File: src/rtl/sdram_rd_pkg.sv
package sdram_rd_pkg;
  localparam int BANK_W    = 2;
  localparam int COL_W     = 4;
  localparam int DATA_W    = 16;
  localparam int BURST_LEN = 4;
  localparam int MIN_CL    = 2;
  localparam int MAX_CL    = 3;
  localparam int OFF_W     = $clog2(BURST_LEN);
  localparam int SEL_W     = (MAX_CL > MIN_CL) ? $clog2(MAX_CL - MIN_CL + 1) : 1;
  localparam int ADDR_W    = BANK_W + COL_W;

  // One slot of the latency pipeline: an address that will become a bus word
  typedef struct packed {
    logic              valid;
    logic [BANK_W-1:0] bank;
    logic [COL_W-1:0]  col;
  } slot_t;

  // Column for word 'off' of a burst starting at 'start': low bits wrap
  function automatic logic [COL_W-1:0] burst_col(input logic [COL_W-1:0] start,
                                                 input logic [OFF_W-1:0] off);
    logic [OFF_W-1:0] low;
    low = start[OFF_W-1:0] + off;
    return {start[COL_W-1:OFF_W], low};
  endfunction
endpackage

File: src/rtl/sdram_burst_gen.sv
module sdram_burst_gen
  import sdram_rd_pkg::*;
(
  input  logic              clk,
  input  logic              rst_n,
  input  logic              cmd_read,
  input  logic [BANK_W-1:0] cmd_bank,
  input  logic [COL_W-1:0]  cmd_col,
  output slot_t             issue
);
  logic              act_q;
  logic [BANK_W-1:0] bank_q;
  logic [COL_W-1:0]  start_q;
  logic [OFF_W-1:0]  off_q;
  logic              burst_cont;   // named event: a continuation word is issued

  always_comb begin
    issue      = '0;
    burst_cont = act_q & ~cmd_read;
    if (cmd_read) begin
      issue.valid = 1'b1;
      issue.bank  = cmd_bank;
      issue.col   = cmd_col;
    end else if (act_q) begin
      issue.valid = 1'b1;
      issue.bank  = bank_q;
      issue.col   = burst_col(start_q, off_q);
    end
  end

  always_ff @(posedge clk) begin
    if (!rst_n) begin
      act_q   <= 1'b0;
      bank_q  <= '0;
      start_q <= '0;
      off_q   <= '0;
    end else if (cmd_read) begin
      act_q   <= 1'b1;
      bank_q  <= cmd_bank;
      start_q <= cmd_col;
      off_q   <= OFF_W'(1);
    end else if (act_q) begin
      off_q   <= off_q + OFF_W'(1);
      act_q   <= (off_q != OFF_W'(BURST_LEN - 1));
    end
  end

  // a continuation word steps only the low column bits, modulo the burst
  p_col_step_r5: assert property (@(posedge clk) disable iff (!rst_n)
    burst_cont |-> (issue.col[OFF_W-1:0] == OFF_W'($past(issue.col[OFF_W-1:0]) + 1'b1))
                && (issue.col[COL_W-1:OFF_W] == $past(issue.col[COL_W-1:OFF_W])));

  // at most three continuation words follow a READ
  p_burst_bound_r4: assert property (@(posedge clk) disable iff (!rst_n)
    burst_cont && $past(burst_cont) && $past(burst_cont, 2) |=> !burst_cont);

  // a continuation word stays in the bank of its READ
  p_bank_hold_r7: assert property (@(posedge clk) disable iff (!rst_n)
    burst_cont |-> issue.bank == $past(issue.bank));
endmodule

File: src/rtl/sdram_lat_pipe.sv
module sdram_lat_pipe
  import sdram_rd_pkg::*;
(
  input  logic             clk,
  input  logic             rst_n,
  input  logic [SEL_W-1:0] lat_sel,
  input  slot_t            in_slot,
  output slot_t            tap
);
  localparam int DEPTH = MAX_CL - 1;   // the final stage is the data register

  slot_t stg [DEPTH];

  always_ff @(posedge clk) begin
    if (!rst_n) stg[0] <= '0;
    else        stg[0] <= in_slot;
  end

  for (genvar g = 1; g < DEPTH; g++) begin : g_stage
    always_ff @(posedge clk) begin
      if (!rst_n) stg[g] <= '0;
      else        stg[g] <= stg[g-1];
    end
  end

  // lat_sel 0 selects the minimum latency
  assign tap = stg[lat_sel];

  // latency two taps the address one register after issue
  p_cl2_delay_r2: assert property (@(posedge clk) disable iff (!rst_n)
    (lat_sel == 0) && $past(in_slot.valid) |->
      tap.valid && tap.bank == $past(in_slot.bank) && tap.col == $past(in_slot.col));

  // latency three taps it two registers after issue
  p_cl3_delay_r3: assert property (@(posedge clk) disable iff (!rst_n)
    (lat_sel == 1) && $past(in_slot.valid, 2) |->
      tap.valid && tap.bank == $past(in_slot.bank, 2) && tap.col == $past(in_slot.col, 2));

  // no slot appears at the tap unless one was issued at the right time
  p_no_spurious_r4: assert property (@(posedge clk) disable iff (!rst_n)
    tap.valid |-> ((lat_sel == 0) ? $past(in_slot.valid) : $past(in_slot.valid, 2)));
endmodule

File: src/rtl/sdram_word_store.sv
module sdram_word_store
  import sdram_rd_pkg::*;
(
  input  logic              clk,
  input  logic              rst_n,
  input  logic              ld_en,
  input  logic [BANK_W-1:0] ld_bank,
  input  logic [COL_W-1:0]  ld_col,
  input  logic [DATA_W-1:0] ld_data,
  input  slot_t             rd_slot,
  output logic [DATA_W-1:0] dq,
  output logic              dq_valid
);
  localparam int ENTRIES = 1 << ADDR_W;

  logic [DATA_W-1:0] mem [ENTRIES];

  always_ff @(posedge clk) begin
    if (ld_en) mem[{ld_bank, ld_col}] <= ld_data;
  end

  always_ff @(posedge clk) begin
    if (!rst_n) begin
      dq       <= '0;
      dq_valid <= 1'b0;
    end else begin
      dq_valid <= rd_slot.valid;
      dq       <= rd_slot.valid ? mem[{rd_slot.bank, rd_slot.col}] : '0;
    end
  end

  // an idle bus carries zeros
  p_idle_quiet_r8: assert property (@(posedge clk) disable iff (!rst_n)
    !dq_valid |-> dq == '0);

  // the cycle after reset release shows an idle bus
  p_reset_idle_r1: assert property (@(posedge clk)
    !$past(rst_n) |-> !dq_valid);
endmodule

File: src/rtl/sdram_rd_pipe.sv
module sdram_rd_pipe
  import sdram_rd_pkg::*;
(
  input  logic              clk,
  input  logic              rst_n,
  input  logic              cas_lat3,
  input  logic              cmd_read,
  input  logic [BANK_W-1:0] cmd_bank,
  input  logic [COL_W-1:0]  cmd_col,
  input  logic              ld_en,
  input  logic [BANK_W-1:0] ld_bank,
  input  logic [COL_W-1:0]  ld_col,
  input  logic [DATA_W-1:0] ld_data,
  output logic [DATA_W-1:0] dq,
  output logic              dq_valid
);
  logic             cl3_q;
  logic [SEL_W-1:0] lat_sel;
  slot_t            issue;
  slot_t            tap;

  // Latency is captured only while reset is held
  always_ff @(posedge clk) begin
    if (!rst_n) cl3_q <= cas_lat3;
  end

  assign lat_sel = SEL_W'(cl3_q);

  sdram_burst_gen u_gen (
    .clk      (clk),
    .rst_n    (rst_n),
    .cmd_read (cmd_read),
    .cmd_bank (cmd_bank),
    .cmd_col  (cmd_col),
    .issue    (issue)
  );

  sdram_lat_pipe u_pipe (
    .clk     (clk),
    .rst_n   (rst_n),
    .lat_sel (lat_sel),
    .in_slot (issue),
    .tap     (tap)
  );

  sdram_word_store u_store (
    .clk      (clk),
    .rst_n    (rst_n),
    .ld_en    (ld_en),
    .ld_bank  (ld_bank),
    .ld_col   (ld_col),
    .ld_data  (ld_data),
    .rd_slot  (tap),
    .dq       (dq),
    .dq_valid (dq_valid)
  );

  // the latency setting cannot move once reset is released
  p_lat_frozen_r9: assert property (@(posedge clk) disable iff (!rst_n)
    $past(rst_n) |-> $stable(cl3_q));

  // a READ is never lost; its word reaches the tap within the latency
  p_read_reaches_r6: assert property (@(posedge clk) disable iff (!rst_n)
    $past(cmd_read) && !cl3_q |-> tap.valid);
endmodule

File: config.mk
export PLATFORM = sky130hd
export DESIGN_NAME = sdram_rd_pipe
export DESIGN_NICKNAME = d
export VERILOG_FILES = /design/src/rtl/sdram_rd_pkg.sv /design/src/rtl/sdram_burst_gen.sv /design/src/rtl/sdram_lat_pipe.sv /design/src/rtl/sdram_word_store.sv /design/src/rtl/sdram_rd_pipe.sv
export SDC_FILE = /design/constraint.sdc
export NUM_CORES = 1
export LEC_CHECK = 0
export BUFFER_PORTS_ARGS = -buffer_cell sky130_fd_sc_hd__buf_4
export CAP_MARGIN = 10
export CORE_MARGIN = 5
export CORE_UTILIZATION = 55
export CTS_CLUSTER_SIZE = 25
export DETAILED_ROUTE_END_ITERATION = 12
export PLACE_DENSITY_LB_ADDON = 0.15
export RECOVER_POWER = 100
export SLEW_MARGIN = 20
export SYNTH_ARGS = -nofsm -noshare
export SYNTH_HDL_FRONTEND = slang
export SYNTH_SLANG_ARGS = --single-unit
File: constraint.sdc
create_clock -name clk -period 3.5 [get_ports clk]
set_clock_uncertainty 0.15 [all_clocks]
set_input_delay 0.7 -clock clk [delete_from_list [all_inputs] [get_ports clk]]
set_output_delay 0.7 -clock clk [all_outputs]
set_load 0.03 [all_outputs]
==> results of run 1 <==
## layout by cell type (no fill, tap or decap), types with 9 or more instances in the layout
cell type / count
buf_12: 22
o21bai_1: 18
nand3_1: 31
nand2b_1: 22
a211oi_1: 76
nor2_1: 565
clkbuf_2: 18
edfxtp_1: 1025
nand4_1: 14
clkinv_1: 24
clkbuf_16: 111
nor4_1: 33
o22ai_1: 60
mux4_2: 32
nand2_1: 206
a211o_1: 29
clkinv_2: 14
o221ai_1: 37
a2111oi_0: 11
o2111ai_1: 14
mux2i_1: 31
o41ai_1: 14
nor3_1: 64
dfxtp_1: 40
a221oi_1: 15
inv_1: 21
buf_4: 123
a31oi_1: 14
o32ai_1: 21
o21ai_0: 227
a22oi_1: 12
diode_2: 9
clkbuf_1: 122
o211ai_1: 23
a21oi_1: 114
## synthesized netlist by cell type, types with 31 or more instances
master / instances
nand2_1: 208
o22ai_1: 60
o221ai_1: 37
clkbuf_1: 63
buf_2: 99
dfxtp_1: 41
o21ai_0: 227
edfxtp_1: 1025
a21oi_1: 116
nor4_1: 37
mux4_2: 32
nor2_1: 567
mux2i_1: 34
nand3_1: 31
a211oi_1: 78
nor3_1: 65
## metrics by stage
stage	util, %	instance area [sq um]	power, W
6_report	62.8	48600	0.0272
5_1_grt	62.8	48600	0.0280
4_1_cts	63.2	48900	0.0273
3_5_place_dp	58.8	45500	0.0163
2_1_floorplan	-	42800	0.0153
3_3_place_gp	58.8	45500	0.0163
## power groups by stage
stage	clock network [W]	registers, W	logic [W]
CTS	0.0112	0.0142	0.00194
detailed placement	0	0.0144	0.00193
global route	0.0117	0.0142	0.00207
floorplan	0	0.0144	0.000922
global placement	0	0.0144	0.00190
finish	0.0111	0.0142	0.00198
## state kept, by name (all words and copies together), names as in the netlist, named ones only
register,flops
u_gen.start_q,4
u_store.dq,16
u_store.dq_valid,1
u_store.mem,1024
u_gen.bank_q,2
u_gen.act_q,1
u_gen.off_q,2
u_pipe.stg,14
cl3_q,1
## per-layer routing
layer  vias up  wire (um)
met4         0       6010
met2      2190      60100
met1     14600      51900
met3       349      17800
li1      12200          -
met5         -          0
## area by class of cell
| type | count | area (sq um) |
|---|---|---|
| sequential | 1066 | 31600 |
| fill | 5859 | 28800 |
| multi-input combinational | 1802 | 10400 |
| clock buffer | 144 | 2950 |
| timing repair buffer | 261 | 1830 |
| tap | 1040 | 1300 |
| clock inverter | 54 | 442 |
| inverter | 21 | 78.8 |
| antenna | 9 | 22.5 |
## worst max-delay path, delay by kind of cell (launching register included)
kind	cells	cell delay, ns
AO/OA/AOI/OAI	3	0.96
buffers and inverters	3	0.80
AND/OR/NAND/NOR	4	0.86
flip-flops	1	0.55
## path summary, 6_finish.rpt
check                      to  slack (ns)              from
min reg2reg  u_gen.start_q[0]        0.32  u_gen.start_q[0]
min            u_gen.off_q[1]        0.15          cmd_read
max             u_store.dq[4]       -0.02          register
max reg2reg     u_store.dq[4]       -0.02          register
## kinds of logic (layout without fill, tap and decap cells)
kind of cell / count (synthesis) / after routing / synth area share, %
flip-flops: 1066 / 1066 / 73.9
other: 0 / 9 / 0
buffers and inverters: 213 / 480 / 2.39
XOR/XNOR: 3 / 3 / 0.0614
AND/OR/NAND/NOR: 987 / 987 / 9.67
AO/OA/AOI/OAI: 740 / 740 / 11.3
multiplexers: 70 / 70 / 2.60
adder cells (fa/ha/maj): 2 / 2 / 0.0585
## timing repair
action / in CTS / in global routing
resized for setup: 4 / 9
endpoints found under the setup margin: 4 / 7
buffers inserted: 0 / 4
pin swaps: 0 / 1
==> run_results.csv, run 1 <==
group,metric,value,unit
status,status,"finished, violations left",
status,violations,"max-capacitance violations, max-slew violations, negative setup slack",
global_route,use_met1,45.9,%
synth,synth_edf_count,1025,
setup_path,startpoint_type,"register",
pwr,seqPwrFrac,52.0,%
sta,hold_viol_final,0,
clock_network,cts_sinks,1066,
clock_network,ctsRootBufferMaster,"clkbuf_16",
global_route,grt_pass1_wl,194,mm
floorplanning,core,0.0773,sq mm
layout,final_cells,4397,
setup_path,critPathKind,"reg -> reg",
synth,yosysSeqAreaShare,73.9,%
clock_network,cts_hold_buf,0,
global_route,met3_usage,9.16,%
pwr,p_sw,0.00625,W
placed_design,place_congestion,0.944,
sta,finalMaxSlewViolations,1109,
floorplanning,die_h,289,um
worst_hold_path,min_path_type,"in -> reg",
global_route,grt_start_max_net_pins,78,
layout,fin_nets,3295,
clock_network,cts_buffers,108,
pwr,power_density,561,mW/mm^2
sta,period_share,101,%
floorplanning,die-width,289,um
synth,synth_area,0.0428,sq mm
worst_hold_path,holdPathStages,2,
floorplanning,rows,102,
flow_run,drv_cap,21,
detailed_routing,first_pass_iters,7,
setup_path,path_max_fanout,38,
clock_network,h-tree-depth,3,
clock_network,clockBufferDepth,3,
placed_design,port_buffers,49,
setup_path,max_stage_delay,0.64,ns
floorplanning,dieArea,0.0835,sq mm
pwr,switching_share,22.9,%
floorplanning,io_pins,50,
setup_path,crit_arrival,3.90,ns
synth,ys_types,69,
global_route,grt-busiest-layer,"met2",
sta,tightest_slew,1.82,ns
setup_path,crit_required,3.88,ns
synth,synth_top_cell_by_area,"edfxtp_1",
layout,area_growth,13.6,%
placed_design,dp_hpwl,83.4,mm
sta,fmax,284,MHz
pwr,internal_power,0.0210,W
global_route,antenna_found_initial,7,
global_route,overflow,0,
detailed_routing,drt_iter0_drc,4275,
clock_network,cts_tree,"yes",
clock_network,worstSkewPairLatency,0.68,ns
synth,yosys_most_used_dff,"edfxtp_1",
synth,synth_fp_nets,3116,
synth,synthCells,3081,
setup_path,end_kind,"register",
detailed_routing,postRouteAntennaNets,0,
synth,async_flop_share,0,%
pwr,leakagePower,15.5,nW
pwr,comb_power_share,7.3,%
floorplanning,start_util,55.3,%
setup_path,worstPathCellList,"buf_4 -> nand3b_1 -> and2_4 -> buf_12 -> buf_2 -> a21oi_1 -> or3_1 -> nand2_1 -> a211oi_1 -> o22ai_1",
setup_path,worst_r2r_path_depth,10,
setup_path,slowest_stage,"a211oi_1",
global_route,grt.total_usage,32.2,%
synth,netlist.area_leader.share,72.0,%
synth,avgSynthCellArea,13.9,sq um
sta,setup_tns,-0.0197,ns
synth,synth_seq_cells,1066,
placed_design,pre_cts_slack,-0.119,ns
detailed_routing,vias_per_cell,6.67,
clock_network,clk_pin_slew,0.06,ns
sta,min_period,3.52,ns
global_route,grt_pass1_vias,27700,
sta,finalSetupViolCount,1,
sta,rsz0062_at_grt,"no",
synth,synthTopCellsByArea,"edfxtp_1, nor2_1, o21ai_0, dfxtp_1, nand2_1",
sta,relSlewSlack,-21.3,%
layout,drive_above_1_share,11.4,%
pwr,pwr-share-clk,40.7,%
detailed_routing,routed_wl,136,mm
detailed_routing,vias,29300,
sta,timing.hold.ws,0.149,ns
placed_design,dp_cells,4186,
synth,yosysWarnings,0,
pwr,ir_drop,0.492,mV
detailed_routing,wl_per_cell,30.9,um
detailed_routing,route.detailed.drc,0,
global_route,grtUsageMet2,47.7,%
sta,setup_slack,-0.0197,ns
Note: power is estimated with default switching activity, not from simulation.
==> run 2: changes to the inputs <==
--- a/config.mk
+++ b/config.mk
@@ -5,6 +5,7 @@
 export SDC_FILE = /design/constraint.sdc
 export NUM_CORES = 1
 export LEC_CHECK = 0
+export ABC_AREA = 1
 export BUFFER_PORTS_ARGS = -buffer_cell sky130_fd_sc_hd__buf_4
 export CAP_MARGIN = 10
 export CORE_MARGIN = 5
==> run 2 against run 1 <==
Effect of this change: first-iteration DRC count down 2.5%; largest power group unchanged; the run ends with max-capacitance violations, max-slew violations left; sequential power is essentially flat; fmax grew 6.7%; synthesized cell count is 46% higher; worst hold slack worse by 0.048 ns; critical path depth unchanged; highest routed layer unchanged; critical endpoint is now u_store.dq[9]; die area is 8.0% higher; flip-flop and latch count unchanged.
==> run_results.csv, run 2 <==
group,metric,value,unit
setup_path,crit_arrival,3.69,ns
placed_design,place_congestion,0.905,
detailed_routing,vias,31500,
synth,synthTopCellsByArea,"edfxtp_1, nand3_1, inv_1, nand2_1, dfxtp_1",
synth,synth_edf_count,1025,
layout,regMostFlops,"u_store.mem",
setup_path,cp_num_buf_inv,4,
setup_path,r2r_end,"u_store.dq[9]",
layout,nFillCells,6727,
layout,fin_nets,4607,
placed_design,dp_hpwl,72.0,mm
synth,synth_top_cell_by_area,"edfxtp_1",
synth,synthTopCellsByCount,"nand3_1, edfxtp_1, inv_1, nand2_1, buf_2",
layout,antenna_cells,0,
clock_network,worstSkewPairLatency,0.67,ns
synth,yosys_most_used_dff,"edfxtp_1",
clock_network,clk_pin_slew,0.06,ns
synth,synth_mux_area_share,0.0216,%
status,status,"finished, violations left",
global_route,grt_pass1_wl,189,mm
setup_path,max_stage_delay,0.64,ns
setup_path,worst-path-stages,10,
layout,drive_above_1_share,5.73,%
sta,hold_viol_final,0,
clock_network,ctsRootBufferMaster,"clkbuf_16",
sta,finalMaxSlewViolations,1040,
clock_network,cts_buffers,106,
clock_network,postCtsResizedCells,0,
floorplanning,rows,106,
setup_path,timing.critical_path.mode_cell,"nand3_1",
pwr,power_density,535,mW/mm^2
detailed_routing,first_pass_iters,6,
setup_path,endpoint,"u_store.dq[9]",
sta,min_period,3.30,ns
synth,async_flop_share,0,%
pwr,leakagePower,21.5,nW
synth,synth_fa_ha_area_share,0.0540,%
detailed_routing,drt_iter0_drc,4167,
floorplanning,start_util,55.4,%
sta,tightest_slew,1.93,ns
global_route,grt.total_usage,27.9,%
status,violations,"max-capacitance violations, max-slew violations",
setup_path,worstPathCellList,"clkbuf_2 -> o21ai_4 -> inv_4 -> buf_12 -> buf_4 -> nand3_1 -> nand3_1 -> nand3_1 -> nand3_1 -> a21oi_1",
detailed_routing,route.detailed.drc,0,
detailed_routing,routed_wl,127,mm
synth,synth_fp_nets,4540,
synth,yosysSeqAreaShare,68.2,%
synth,netlist.area_leader.share,66.5,%
worst_hold_path,min_path_type,"in -> reg",
sta,setup_tns,0,ns
synth,avgSynthCellArea,10.3,sq um
synth,synthCells,4505,
clock_network,cts_hold_buf,0,
clock_network,clockBufferDepth,3,
setup_path,cp_top_family,"buffers and inverters",
placed_design,port_buffers,49,
setup_path,crit_required,3.89,ns
flow_run,drv_cap,16,
layout,final_cell_mix,"nand3_1, edfxtp_1, inv_1",
detailed_routing,postRouteAntennaNets,0,
sta,fmax,303,MHz
setup_path,r2r_slack,0.20,ns
clock_network,cts_sinks,1066,
global_route,overflow,0,
sta,finalSetupViolCount,0,
synth,synth_xor_area_share,0.0378,%
setup_path,end_kind,"register",
synth,ys_types,29,
setup_path,critPathKind,"reg -> reg",
setup_path,startpoint_type,"register",
clock_network,cts_tree,"yes",
sta,period_share,94.2,%
layout,top_regs,"u_store.mem: 1024 flops, u_store.dq: 16 flops, u_pipe.stg: 14 flops",
global_route,antenna_found_initial,4,
floorplanning,io_pins,50,
detailed_routing,wl_per_cell,22.1,um
setup_path,slowest_stage,"dfxtp_1",
detailed_routing,vias_per_cell,5.48,
global_route,grt_pass1_vias,29900,
layout,final_common_cell,"nand3_1",
synth,synth.most_common_cell,"nand3_1",
clock_network,h-tree-depth,3,
floorplanning,die-width,300,um
floorplanning,die_h,300,um
synth,synth_top_family_by_area,"simple AND/OR/NAND/NOR gates",
synth,yosys.area_share.simple,20.3,%
floorplanning,core,0.0836,sq mm
synth,synth_seq_cells,1066,
sta,rsz0062_at_grt,"no",
synth,synth_area,0.0463,sq mm
pwr,ir_drop,0.439,mV
clock_network,postCtsSetupRepairBufs,0,
global_route,grt_start_max_net_pins,101,
layout,utilization,61.5,%
synth,synth_compound_area_share,0.643,%
layout,largest_reg_flops,1024,
setup_path,worst_r2r_path_depth,10,
synth,yosysWarnings,0,
layout,area_growth,10.9,%
sta,relSlewSlack,-28.4,%
setup_path,path_max_fanout,43,
floorplanning,dieArea,0.0901,sq mm
## run 2: cell types whose count changed after synthesis, moves of 33 or more
cell	delta
nor2_1	-497
nor3_1	-54
nand3_1	+1051
o22ai_1	-58
mux2i_1	-33
inv_1	+993
buf_2	+63
a21oi_1	-96
o221ai_1	-37
o21ai_0	-223
a211oi_1	-77
nor4_1	-37
nand2_1	+752
## run 2: logic make-up after synthesis
kind of cell,count (synthesis)
DFF,1066
buffers and inverters,1251
and+or+nand+nor,2135
adders and majority gates,2
AOI/OAI and AO/OA,48
muxes,1
xor gates and xnor gates,2
## run 2: how the worst min path moves through the flow
| stage | cells past startpoint | startpoint | slack (ns) | endpoint |
|---|---|---|---|---|
| after floorplan | 2 | u_pipe.stg[0][6] | 0.26 | u_pipe.stg[1][6] |
| after global placement | 2 | u_pipe.stg[0][2] | 0.27 | u_pipe.stg[1][2] |
| after detailed placement | 2 | u_pipe.stg[0][2] | 0.27 | u_pipe.stg[1][2] |
| after CTS | 1 | cas_lat3 | 0.04 | cl3_q |
| after global routing | 1 | cas_lat3 | 0.09 | cl3_q |
| final | 1 | cas_lat3 | 0.10 | cl3_q |
## run 2: stage by stage
stage | hold slack, ns | worst slack (ns) | cells | power, W | instance area [sq um]
finish | 0.101 | 0.201 | 5739 | 0.0275 | 51400
detailed placement | 0.269 | 0.328 | 5544 | 0.0167 | 48400
CTS | 0.0423 | 0.307 | 5739 | 0.0276 | 51800
global route | 0.0937 | 0.102 | 5739 | 0.0284 | 51400
global placement | 0.268 | 0.372 | 5544 | 0.0167 | 48400
floorplan | 0.257 | 1.00 | 4505 | 0.0156 | 46300
## run 2: per-layer routing
layer | wire [um] | vias up | GRT usage, %
met2 | 58100 | 1431 | 43.7
met3 | 11400 | 213 | 4.95
li1 | - | 14700 | -
met1 | 53200 | 15100 | 40.1
met4 | 4120 | 0 | 9.29
met5 | 0 | - | 0
## run 2: power by group
part	leakage (nW)	internal [W]	switching [W]	total [W]
registers	9.56	0.0141	0.0000559	0.0142
clock network	1.64	0.00626	0.00479	0.0111
logic	10.3	0.000584	0.00169	0.00228
total	21.5	0.0210	0.00654	0.0275
## run 2: layout make-up
type	instances	area (sq um)	area share [%]
flip-flops and latches	1066	31600	61.5
multi-input cells	2188	9830	19.1
inverters	1018	3820	7.44
clock buffers	126	2790	5.43
repair buffers	192	1430	2.78
well taps	1080	1350	2.63
clock inverters	69	557	1.08
## run 2: worst reg2reg max path: cells and delay by family (launching register included)
family                 cells  cell delay, ns
and+or+nand+nor            4            0.85
DFF                        1            0.64
AOI/OAI and AO/OA          2            0.20
buffers and inverters      4            1.35
